`config.mk`:
```
export PLATFORM = sky130hd
export DESIGN_NAME = etrig_conditioner
export DESIGN_NICKNAME = d
export VERILOG_FILES = /design/src/rtl/etc_pkg.sv /design/src/rtl/etc_sync.sv /design/src/rtl/etc_presc.sv /design/src/rtl/etc_edge.sv /design/src/rtl/etrig_conditioner.sv
export SDC_FILE = /design/constraint.sdc
export NUM_CORES = 1
export LEC_CHECK = 0
export BUFFER_PORTS_ARGS = -buffer_cell sky130_fd_sc_hd__buf_2
export CORE_AREA = 2 2 39 41
export CTS_CLUSTER_DIAMETER = 60
export DETAILED_ROUTE_END_ITERATION = 8
export DIE_AREA = 0 0 41 43
export HOLD_SLACK_MARGIN = 0.03
export PLACE_DENSITY_LB_ADDON = 0.25
export SYNTH_ARGS = -nofsm -noshare
export SYNTH_HDL_FRONTEND = slang
export SYNTH_SLANG_ARGS = --single-unit
```
`constraint.sdc`:
```
create_clock -name clk -period 3.4 [get_ports clk]
set_input_delay 0.17 -clock clk [delete_from_list [all_inputs] [get_ports clk]]
set_output_delay 0.17 -clock clk [all_outputs]
set_load 0.005 [all_outputs]
```
`src/rtl/etc_pkg.sv`:
```
package etc_pkg;

  // Width of the divide-code field and the codes themselves.
  localparam int DIV_SEL_W = 2;

  typedef enum logic [DIV_SEL_W-1:0] {
    DIV_1 = 2'd0,
    DIV_2 = 2'd1,
    DIV_4 = 2'd2,
    DIV_8 = 2'd3
  } div_sel_e;

  // The largest division is 2**(2**DIV_SEL_W - 1).
  // The output toggles every half of that count.
  localparam int MAX_HALF = 1 << ((1 << DIV_SEL_W) - 2);
  localparam int EDGE_CNT_W = $clog2(MAX_HALF);

endpackage

```
`src/rtl/etc_sync.sv`:
```
module etc_sync #(
  parameter int STAGES = 2
) (
  input  logic clk,
  input  logic rst_n,
  input  logic async_in,
  output logic sync_out
);

  logic [STAGES-1:0] chain_q;
  logic [STAGES-1:0] chain_n;

  // Shift the pin in at bit 0; the oldest stage is the output.
  generate
    if (STAGES == 1) begin : g_single
      always_comb chain_n = async_in;
    end else begin : g_multi
      always_comb chain_n = {chain_q[STAGES-2:0], async_in};
    end
  endgenerate

  always_ff @(posedge clk or negedge rst_n) begin
    if (!rst_n) chain_q <= '0;
    else        chain_q <= chain_n;
  end

  assign sync_out = chain_q[STAGES-1];

endmodule

```
`src/rtl/etc_presc.sv`:
```
module etc_presc
  import etc_pkg::*;
#(
  parameter int CNT_W = EDGE_CNT_W
) (
  input  logic                 clk,
  input  logic                 rst_n,
  input  logic                 sync_in,
  input  logic                 cfg_invert,
  input  logic [DIV_SEL_W-1:0] cfg_div,
  output logic                 presc_out
);

  div_sel_e   div_sel;
  div_sel_e   div_q;
  logic       sync_d_q;
  logic       pol;
  logic       active;
  logic       div_chg;
  logic [CNT_W-1:0] limit;
  logic [CNT_W-1:0] cnt_q, cnt_n;
  logic       out_q, out_n;

  assign div_sel = div_sel_e'(cfg_div);
  assign pol     = sync_in ^ cfg_invert;

  // The active edge is taken from the raw synchronised level so that a
  // polarity change alone never registers as an edge.
  assign active  = cfg_invert ? (sync_d_q & ~sync_in) : (sync_in & ~sync_d_q);
  assign div_chg = (div_q != div_sel);

  // Terminal count: toggle after half the division ratio of active edges.
  always_comb begin
    case (div_sel)
      DIV_4:   limit = CNT_W'(1);
      DIV_8:   limit = CNT_W'(3);
      default: limit = '0;
    endcase
  end

  always_comb begin
    cnt_n = cnt_q;
    out_n = out_q;
    if (div_sel == DIV_1) begin
      cnt_n = '0;
      out_n = pol;
    end else if (div_chg) begin
      cnt_n = '0;
    end else if (active) begin
      if (cnt_q == limit) begin
        cnt_n = '0;
        out_n = ~out_q;
      end else begin
        cnt_n = cnt_q + CNT_W'(1);
      end
    end
  end

  always_ff @(posedge clk or negedge rst_n) begin
    if (!rst_n) begin
      sync_d_q <= 1'b0;
      div_q    <= DIV_1;
      cnt_q    <= '0;
      out_q    <= 1'b0;
    end else begin
      sync_d_q <= sync_in;
      div_q    <= div_sel;
      cnt_q    <= cnt_n;
      out_q    <= out_n;
    end
  end

  assign presc_out = out_q;

  // in a divided mode the output only moves on an active edge.
  p_div_toggle_r3: assert property (@(posedge clk) disable iff (!rst_n)
    ($past(div_q) == $past(div_sel) && $past(div_sel) != DIV_1 &&
     out_q != $past(out_q)) |-> $past(active));

  // after a divide-code change the next active edge cannot toggle
  // unless the new limit is zero.
  p_clear_on_change_r8: assert property (@(posedge clk) disable iff (!rst_n)
    (div_chg && div_sel != DIV_1) |=>
      (out_q == $past(out_q) || $past(div_sel) != div_sel));

  // with a steady configuration, a level lasts at least two cycles.
  p_rate_r10: assert property (@(posedge clk) disable iff (!rst_n)
    (!$stable(out_q) && $stable(cfg_div) && $stable(cfg_invert)) |=>
      ($stable(out_q) || !$stable(cfg_div) || !$stable(cfg_invert)));

endmodule

```
`src/rtl/etc_edge.sv`:
```
module etc_edge (
  input  logic clk,
  input  logic rst_n,
  input  logic filt_in,
  input  logic cfg_ext_en,
  input  logic cfg_trgi_en,
  input  logic trgi_tick,
  output logic cnt_en
);

  logic filt_d_q;
  logic rise;
  logic pulse_n, pulse_q;
  logic live_q;

  assign rise = filt_in & ~filt_d_q;

  // The filtered external trigger wins whenever it is enabled.
  always_comb begin
    if (cfg_ext_en)       pulse_n = rise;
    else if (cfg_trgi_en) pulse_n = trgi_tick;
    else                  pulse_n = 1'b0;
  end

  always_ff @(posedge clk or negedge rst_n) begin
    if (!rst_n) begin
      filt_d_q <= 1'b0;
      pulse_q  <= 1'b0;
      live_q   <= 1'b0;
    end else begin
      filt_d_q <= filt_in;
      pulse_q  <= pulse_n;
      live_q   <= 1'b1;
    end
  end

  assign cnt_en = pulse_q;

  // an external-sourced pulse follows a high filtered input.
  p_ext_pulse_r4: assert property (@(posedge clk) disable iff (!rst_n)
    (cnt_en && $past(cfg_ext_en)) |-> $past(filt_in));

  // with both sources off there is no pulse.
  p_idle_r5: assert property (@(posedge clk) disable iff (!rst_n)
    (live_q && !$past(cfg_ext_en) && !$past(cfg_trgi_en)) |-> !cnt_en);

  // the trigger-input tick is repeated one cycle later.
  p_trgi_follow_r6: assert property (@(posedge clk) disable iff (!rst_n)
    (live_q && !$past(cfg_ext_en) && $past(cfg_trgi_en)) |->
      (cnt_en == $past(trgi_tick)));

endmodule

```
`src/rtl/etrig_conditioner.sv`:
```
module etrig_conditioner
  import etc_pkg::*;
#(
  parameter int SYNC_STAGES = 2
) (
  input  logic       clk,
  input  logic       rst_n,
  input  logic       trig_pin,
  input  logic       cfg_invert,
  input  logic [1:0] cfg_div,
  input  logic       cfg_ext_en,
  input  logic       cfg_trgi_en,
  input  logic       trgi_tick,
  input  logic       filt_in,
  output logic       presc_out,
  output logic       cnt_en
);

  localparam int LAT = SYNC_STAGES + 1;
  localparam int WARM_W = $clog2(LAT + 1);

  logic pin_sync;
  logic [WARM_W-1:0] warm_q, warm_n;

  etc_sync #(.STAGES(SYNC_STAGES)) u_sync (
    .clk      (clk),
    .rst_n    (rst_n),
    .async_in (trig_pin),
    .sync_out (pin_sync)
  );

  etc_presc u_presc (
    .clk        (clk),
    .rst_n      (rst_n),
    .sync_in    (pin_sync),
    .cfg_invert (cfg_invert),
    .cfg_div    (cfg_div),
    .presc_out  (presc_out)
  );

  etc_edge u_edge (
    .clk         (clk),
    .rst_n       (rst_n),
    .filt_in     (filt_in),
    .cfg_ext_en  (cfg_ext_en),
    .cfg_trgi_en (cfg_trgi_en),
    .trgi_tick   (trgi_tick),
    .cnt_en      (cnt_en)
  );

  // Cycles since reset, saturating once the pipeline holds only live data.
  always_comb begin
    warm_n = warm_q;
    if (warm_q != WARM_W'(LAT)) warm_n = warm_q + WARM_W'(1);
  end

  always_ff @(posedge clk or negedge rst_n) begin
    if (!rst_n) warm_q <= '0;
    else        warm_q <= warm_n;
  end

  // in divide-by-1 mode the output is the pin, delayed through the
  // synchroniser and the output register, with polarity applied.
  p_div1_latency_r1: assert property (@(posedge clk) disable iff (!rst_n)
    (warm_q == WARM_W'(LAT) && $past(cfg_div) == 2'd0) |->
      (presc_out == ($past(trig_pin, 3) ^ $past(cfg_invert))));

endmodule

```
==> results.json, run 1 <==
{
  "dieArea_um2": 1760,
  "antenna_cells": 0,
  "synth_area_um2": 467,
  "globalRoute.totalOverflow": 0,
  "grt_max_degree": 11,
  "cts_tree": "done",
  "yosys.area.top_type_share_pct": 53.6,
  "min_path_type": "input pin to register",
  "cts_root_buf": "clkbuf_4",
  "relSlewSlack_pct": 73.4,
  "cp-start-kind": "register",
  "path_cells": "nor4b_2, a31oi_1, o21ai_2, a41oi_1, o31a_1",
  "drt-pass1-iter-count": 4,
  "rsz0062_at_grt": "no",
  "grt_first_pass_wirelength_um": 1440,
  "hold_viol": 0,
  "final.setup_skew_ns": 0.00289,
  "place_ws_ns": 1.88,
  "fin_nets": 73,
  "seq_area_frac_synth_pct": 53.6,
  "critPathKind": "register to register",
  "cpLargestDelayFamily": "compound AO/OA/AOI/OAI gates",
  "cp_max_fo": 7,
  "syn_avg_cell_area_um2": 10.6,
  "fillCellCount": 125,
  "status": "complete, no violations",
  "syn_nets": 54,
  "synthCells": 44,
  "critPathMaxStageDelay_ns": 0.45,
  "synth_cell_types": 22,
  "grt_pass1_vias": 363,
  "wl_per_cell_um": 11.8,
  "yosys_warnings": 0,
  "coreArea_um2": 1380,
  "arrival_ns": 1.70,
  "dp.final_hpwl_um": 644,
  "routed_via_density": 5.23,
  "powerDensity_nw_per_um2": 414,
  "dp.cells": 71,
  "maxCapViolCount": 0,
  "cellLeakagePower_uw": 0.000261,
  "worst_path_max_delay_cell": "dfrtp_1",
  "synth_area_leader_cell": "dfrtp_1",
  "syn2layout_area_growth_pct": 27.3,
  "clkTransAtPathRegs_ns": 0.06,
  "die_x_um": 41,
  "ant_nets": 0,
  "min_period_ns": 1.55,
  "crit_required_ns": 3.55,
  "drive_gt1_share_pct": 27.9,
  "place_congestion": 0.752,
  "fmax_mhz": 646,
  "rows": 14,
  "tightest_slew_ns": 0.397,
  "io_pins": 12,
  "routed_wl_um": 908,
  "timing.final.crit_share_pct": 45.5,
  "cts-resized-gates": 0,
  "cts_buffers": 3,
  "slew_viol_final": 0,
  "drc": 0,
  "die_y_um": 43,
  "yosys-top-cells-area": "dfrtp_1 54%, o21ai_0 5.4%, xnor2_1 3.8%, a21oi_1 3.2%, nor2_1 3.2%",
  "ys_ff_latch": 10,
  "cts.sinks": 10,
  "htree_levels": 1,
  "setup_tns_ns": 0,
  "grt_usage_pct": 12.8,
  "setup-violations-final": 0,
  "worstSkewPairLatency_ns": 0.27,
  "crit_path_end_kind": "register",
  "port_buffers": 11,
  "initial_utilization_pct": 33.7,
  "fin_ws_ns": 1.85,
  "cts_buffer_depth": 2,
  "drt_iter0_drc": 6,
  "crit_buf_inv": 0,
  "vias": 403,
  "antenna_found_initial": 0,
  "peakVddDrop_mv": 0.173,
  "final_cells": 77
}
## Yosys cell counts
cell	number
dfrtp_1	10
o21ai_0	5
nor2_1	4
a21oi_1	3
nand2_1	3
a31oi_1	2
xnor2_1	2
a211oi_1	1
a2bb2oi_1	1
a311oi_1	1
a41oi_1	1
and2_1	1
and2b_1	1
and3_1	1
and4_1	1
inv_1	1
nand3b_1	1
nor4b_2	1
o21ai_2	1
o31a_1	1
or3_1	1
or3_2	1
## cell type report
cell class	instances	area [um2]	area share (%)
clock buffer	3	22.5	3.79
multi-input combinational	33	213	35.8
inverter	1	3.75	0.632
tap	16	20.0	3.37
timing repair buffer	14	85.1	14.3
sequential	10	250	42.1
## path summary, 6_finish.rpt
path | startpoint | end | slack [ns] | cells after the start
max | u_presc.cnt_q[0]$_DFFE_PN0P_ | u_presc.presc_out$_DFFE_PN0P_ | 1.85 | 5
min | cfg_div[0] | u_presc.div_q[0]$_DFF_PN0_ | 0.09 | 1
max reg2reg | u_presc.cnt_q[0]$_DFFE_PN0P_ | u_presc.presc_out$_DFFE_PN0P_ | 1.85 | 5
min reg2reg | u_sync.chain_q[0]$_DFF_PN0_ | u_sync.chain_q[1]$_DFF_PN0_ | 0.35 | 0
max in group asynchronous | rst_n | u_presc.cnt_q[1]$_DFFE_PN0P_ | 2.92 | 2
min in group asynchronous | rst_n | u_presc.div_q[1]$_DFF_PN0_ | 0.29 | 2
## power breakdown
group          internal [uW]  switching [uW]  leakage, uW
clock network           40.9            39.4    0.0000138
logic                   18.2            16.3     0.000123
registers                125            6.03     0.000124
## timing repair
action	in CTS	in global routing
buffers inserted	0	0
hold endpoints to repair	12	0
hold buffers	3	0
## sequential cells by signal (all words and copies together), names as in the netlist
signal	flops
u_presc.div_q	2
u_sync.chain_q	2
u_presc.cnt_q	2
u_edge.cnt_en	1
u_presc.presc_out	1
u_edge.filt_d_q	1
u_presc.sync_d_q	1
## per-stage QoR
stage	util, %	hold slack, ns	total power (uW)	instance area [um2]
after CTS	42.9	0.0921	247	594
final	42.9	0.0928	246	594
after floorplan	-	-0.126	150	467
after global routing	42.9	0.0886	261	594
after detailed placement	39.2	0.0440	165	542
after global placement	39.2	0.0443	166	542
## metal layers
| metal | wire [um] | share of wire, % | GRT usage [%] |
|---|---|---|---|
| met1 | 381 | 42 | 14.6 |
| met2 | 450 | 50 | 18.4 |
| met3 | 60 | 6.6 | 5.76 |
| met4 | 17 | 1.9 | 8.00 |
| met5 | 0 | 0 | 0 |
## placed cells by master (no fill, tap or decap)
cell,synthesis,final
a211oi_1,1,1
a21oi_1,3,3
a2bb2oi_1,1,1
a311oi_1,1,1
a31oi_1,2,2
a41oi_1,1,1
and2_1,1,1
and2b_1,1,1
and3_1,1,1
and4_1,1,1
buf_2,0,11
clkbuf_4,0,3
dfrtp_1,10,10
dlygate4sd3_1,0,3
inv_1,1,1
nand2_1,3,3
nand3b_1,1,1
nor2_1,4,4
nor4b_2,1,1
o21ai_0,5,5
o21ai_2,1,1
o31a_1,1,1
or3_1,1,1
or3_2,1,1
xnor2_1,2,2
## worst reg2reg max path: stages (launching register included)
cell     delay, ns
dfrtp_1       0.45
nor4b_2       0.29
a31oi_1       0.08
o21ai_2       0.18
a41oi_1       0.15
o31a_1        0.30
## kinds of logic (layout without fill, tap and decap cells)
kind of cell	after synthesis	after routing	share of synthesized area, %
xor gates and xnor gates	2	2	3.75
DFF	10	10	53.6
and+or+nand+nor	15	15	19.6
AOI/OAI and AO/OA	16	16	22.3
buffers and inverters	1	18	0.804
(Power assumes the default switching activity.)
==> run 2, diff against run 1 <==
clock period = 1.4 ns   (was 3.4 ns; I/O delays follow)
==> results.json, run 2 (same netlist as run 1, synthesis figures left out) <==
{
  "cts_buffer_depth": 2,
  "vias": 432,
  "final_common_cell": "buf_2",
  "status": "finished, violations left",
  "maxCapViolCount": 0,
  "min_period_ns": 1.43,
  "peakVddDrop_mv": 0.505,
  "setup-violations-final": 1,
  "port_buffers": 11,
  "drc": 0,
  "cellLeakagePower_uw": 0.000298,
  "critPathKind": "register to register",
  "drt-pass1-iter-count": 4,
  "antenna_cells": 0,
  "hp-start": "trgi_tick",
  "timing.final.crit_share_pct": 102,
  "crit_path_end_kind": "register",
  "slew_viol_final": 0,
  "hold_viol": 0,
  "grt_usage_pct": 15.7,
  "crit_required_ns": 1.55,
  "drive_gt1_share_pct": 37.7,
  "cts_root_buf": "clkbuf_4",
  "reg_top3": "u_presc.cnt_q x2, u_presc.div_q x2, u_sync.chain_q x2",
  "htree_levels": 1,
  "r2r_start": "u_presc.cnt_q[0]$_DFFE_PN0P_",
  "coreArea_um2": 1380,
  "min_path_type": "input pin to register",
  "grt_max_degree": 11,
  "fin_area_um2": 673,
  "grt_pass1_vias": 432,
  "die_x_um": 41,
  "drt_iter0_drc": 4,
  "dp.cells": 75,
  "cts_tree": "done",
  "routed_via_density": 5.08,
  "powerDensity_nw_per_um2": 912,
  "cts_buffers": 3,
  "antenna_found_initial": 0,
  "worstSkewPairLatency_ns": 0.26,
  "globalRoute.totalOverflow": 0,
  "fin_nets": 81,
  "relSlewSlack_pct": 75.8,
  "dp.final_hpwl_um": 677,
  "io_pins": 12,
  "die_y_um": 43,
  "cp-start-kind": "register",
  "tightest_slew_ns": 0.359,
  "dpl_cell_area_um2": 572,
  "cp-startpoint": "u_presc.cnt_q[0]$_DFFE_PN0P_",
  "syn2layout_area_growth_pct": 44.2,
  "place_ws_ns": -0.0625,
  "initial_utilization_pct": 33.7,
  "violations": "setup timing",
  "final_cell_mix": "11 x buf_2, 10 x dfrtp_1, 6 x dlygate4sd3_1",
  "clkTransAtPathRegs_ns": 0.07,
  "ant_nets": 0,
  "fin_ws_ns": -0.0346,
  "final.setup_skew_ns": 0.0100,
  "arrival_ns": 1.58,
  "cts.sinks": 10,
  "rsz0062_at_grt": "yes",
  "routed_wl_um": 1030,
  "place_congestion": 0.727,
  "final_cells": 85,
  "dieArea_um2": 1760,
  "total_power_uw": 614,
  "rows": 14,
  "grt_first_pass_wirelength_um": 1740,
  "fmax_mhz": 697,
  "wl_per_cell_um": 12.1,
  "cp_max_fo": 3
}
## run 2: changes by cell type in the layout (fill, tap and decap cells not counted), sizes merged
cell,delta
buf,+5
dlygate4sd3,+3
## run 2: repair_timing
action / CTS / global route
buffers inserted: 1 / 0
hold buffers: 6 / 0
endpoints found under the setup margin: 1 / 3
hold endpoints to repair: 15 / 0
gates resized for setup: 0 / 4
pin swaps: 3 / 0
gates cloned: 0 / 0
## run 2: path summary, 6_finish.rpt
kind / end / slack, ns / depth (start not counted)
max: u_presc.presc_out$_DFFE_PN0P_ / -0.03 / 5
min: u_edge.cnt_en$_DFF_PN0_ / 0.06 / 3
max reg2reg: u_presc.presc_out$_DFFE_PN0P_ / -0.03 / 5
min reg2reg: u_sync.chain_q[1]$_DFF_PN0_ / 0.35 / 0
max in group asynchronous: u_presc.sync_d_q$_DFF_PN0_ / 1.00 / 2
min in group asynchronous: u_presc.div_q[0]$_DFF_PN0_ / 0.20 / 2
## run 2: critical path, stage by stage, from the launching register on
cell      delay, ns
dfrtp_1        0.41
nor4b_2        0.27
a31oi_1        0.08
o21ai_2        0.16
a311oi_1       0.11
o31a_1         0.29
## run 2: stage by stage
step | hold slack (ns) | TNS (ns) | util (%)
after global routing | 0.0652 | -0.110 | 48.6
after floorplan | -0.226 | 0 | -
after global placement | -0.0563 | -0.0171 | 41.3
final | 0.0637 | -0.0346 | 48.6
after detailed placement | -0.0555 | -0.0625 | 41.3
after CTS | 0.0523 | -0.0463 | 47.8
## run 2: power breakdown
group	leakage, uW	switching, uW	internal [uW]
sequential	0.000124	12.9	304
clock	0.0000138	91.3	98.7
combinational	0.000160	48.2	59.0
## run 2: final cells by class
class	count	area [um2]
fill	133	711
sequential	10	250
multi-input combinational	33	224
timing repair buffer	22	153
clock buffer	3	22.5
tap	16	20.0
inverter	1	3.75
## run 2: layer usage
layer | part of all wire (%) | track usage (%) | wire, um | vias up
li1 | - | - | - | 215
met1 | 45 | 17.2 | 462 | 206
met2 | 51 | 24.4 | 522 | 9
met3 | 3.3 | 4.71 | 34 | 2
met4 | 0.88 | 10.7 | 9 | 0
met5 | 0 | 0 | 0 | -
==> run 3, diff against run 2 <==
PLACE_DENSITY = 0.61   (was unset)
PLACE_DENSITY_LB_ADDON = unset   (was 0.25)
clock period = 1.3 ns   (was 1.4 ns; I/O delays follow)
==> results.json, run 3 (same netlist as run 1, synthesis figures left out) <==
{
  "globalRoute.totalOverflow": 0,
  "port_buffers": 11,
  "p_int_uw": 505,
  "grt_max_degree": 11,
  "cts_buffers": 3,
  "routed-wl-met3_um": 37,
  "relSlewSlack_pct": 76.0,
  "die_y_um": 43,
  "place_congestion": 0.760,
  "fin_ws_ns": -0.0917,
  "setup_tns_ns": -0.0917,
  "htree_levels": 1,
  "peakVddDrop_mv": 0.670,
  "topRoutingLayerUsed": "met4",
  "dp.cells": 78,
  "comb_power_share_pct": 18.5,
  "cts.sinks": 10,
  "r2r_start": "u_presc.div_q[1]$_DFF_PN0_",
  "critPathKind": "register to register",
  "antenna_cells": 0,
  "grt_first_pass_wirelength_um": 1610,
  "dp.final_hpwl_um": 708,
  "powerDensity_nw_per_um2": 962,
  "drc": 0,
  "die_x_um": 41,
  "final_cells": 88,
  "io_pins": 12,
  "vias": 438,
  "holdPathEnd": "u_edge.cnt_en$_DFF_PN0_",
  "status": "finished, violations left",
  "r2r_slack_ns": -0.09,
  "fin_hold_ws_ns": 0.0501,
  "place_ws_ns": -0.128,
  "worstSkewPairLatency_ns": 0.26,
  "cp-start-kind": "register",
  "grt_usage_pct": 13.8,
  "clkTransAtPathRegs_ns": 0.06,
  "dieArea_um2": 1760,
  "reg_top3": "u_presc.cnt_q x2, u_presc.div_q x2, u_sync.chain_q x2",
  "cellLeakagePower_uw": 0.000315,
  "arrival_ns": 1.54,
  "drt_iter0_drc": 6,
  "setup-violations-final": 1,
  "final_common_cell": "buf_2",
  "cts_buffer_depth": 2,
  "switchingPower_uw": 168,
  "drive_gt1_share_pct": 38.9,
  "hp-start": "trgi_tick",
  "dr_wl_met2_um": 446,
  "routed_via_density": 4.98,
  "crit_required_ns": 1.45,
  "cts_tree": "done",
  "initial_utilization_pct": 33.7,
  "p_clk_share_pct": 30.9,
  "rsz0062_at_grt": "yes",
  "min_period_ns": 1.39,
  "min_path_type": "input pin to register",
  "fin_nets": 84,
  "cp_max_fo": 3,
  "rr_endpoint": "u_presc.presc_out$_DFFE_PN0P_",
  "reg2reg_depth": 5,
  "timing.final.crit_share_pct": 107,
  "cts_root_buf": "clkbuf_4",
  "drt-met1-wl_um": 473,
  "rows": 14,
  "antenna_found_initial": 0,
  "coreArea_um2": 1380,
  "drt-pass1-iter-count": 2,
  "p_seq_share_pct": 50.6,
  "final_cell_mix": "11 x buf_2, 10 x dfrtp_1, 8 x buf_4",
  "fmax_mhz": 719,
  "final.setup_skew_ns": 0.00180,
  "violations": "setup timing",
  "ant_nets": 0,
  "p_sw_share_pct": 24.9,
  "syn2layout_area_growth_pct": 49.9,
  "grt_pass1_vias": 426,
  "hold_depth": 3,
  "slew_viol_final": 0,
  "maxCapViolCount": 0,
  "tightest_slew_ns": 0.356,
  "hold_viol": 0,
  "crit_path_end_kind": "register",
  "wl_per_cell_um": 11.1,
  "routed_wl_um": 977
}
-- run 3: cell types whose count changed in the layout (fill, tap and decap cells not counted) --
cell   previous run  this run
inv_2             1         0
or3_4             0         1
buf_4             5         8
inv_1             0         1
or3_2             1         0
-- run 3: cell type report --
cell class,instances,area (um2)
clock buffers,3,22.5
well taps,16,20.0
inverters,1,3.75
repair buffers,25,175
multi-input cells,33,228
flip-flops and latches,10,250
fillers,128,684
-- run 3: worst max path at each step --
stage	startpoint	end	slack [ns]
after global routing	u_presc.div_q[1]$_DFF_PN0_	u_presc.presc_out$_DFFE_PN0P_	-0.16
after detailed placement	u_presc.div_q[1]$_DFF_PN0_	u_presc.presc_out$_DFFE_PN0P_	-0.13
after global placement	u_presc.div_q[1]$_DFF_PN0_	u_presc.presc_out$_DFFE_PN0P_	-0.08
after CTS	u_presc.div_q[1]$_DFF_PN0_	u_presc.presc_out$_DFFE_PN0P_	-0.1
final	u_presc.div_q[1]$_DFF_PN0_	u_presc.presc_out$_DFFE_PN0P_	-0.09
after floorplan	u_presc.div_q[1]$_DFF_PN0_	u_presc.presc_out$_DFFE_PN0P_	-0.07
-- run 3: power groups by stage --
stage          sequential, uW  combinational, uW  clock, uW
5_1_grt                   343                138        230
2_1_floorplan             347               45.4          0
4_1_cts                   341                124        210
6_report                  341                124        208
3_5_place_dp              346                103          0
3_3_place_gp              345                102          0
-- run 3: worst max-delay path, cell delays in order (launching register included) --
cell and delay, ns:
dfrtp_1 0.40, nor4b_2 0.25, a31oi_1 0.08, o21ai_2 0.16
a311oi_1 0.11, o31a_1 0.28
-- run 3: routing by layer --
metal / global-route usage [%] / up-vias
met5: 0 / -
met4: 6.00 / 0
met3: 4.71 / 2
met2: 20.9 / 12
met1: 17.1 / 199
li1: - / 225
-- run 3: repair_timing --
action	CTS	global route
endpoints found under the setup margin	2	1
setup buffers	1	0
hold endpoints to repair	15	0
pin swaps	1	0
resized for setup	4	0
gates cloned	0	0
hold buffers	6	0
-- run 3: per-stage QoR --
step / cell area [um2] / util (%) / power [uW]
final: 699 / 50.5 / 673
after global routing: 699 / 50.5 / 711
after CTS: 699 / 50.5 / 675
after floorplan: 467 / - / 392
after detailed placement: 594 / 42.9 / 449
after global placement: 594 / 42.9 / 447
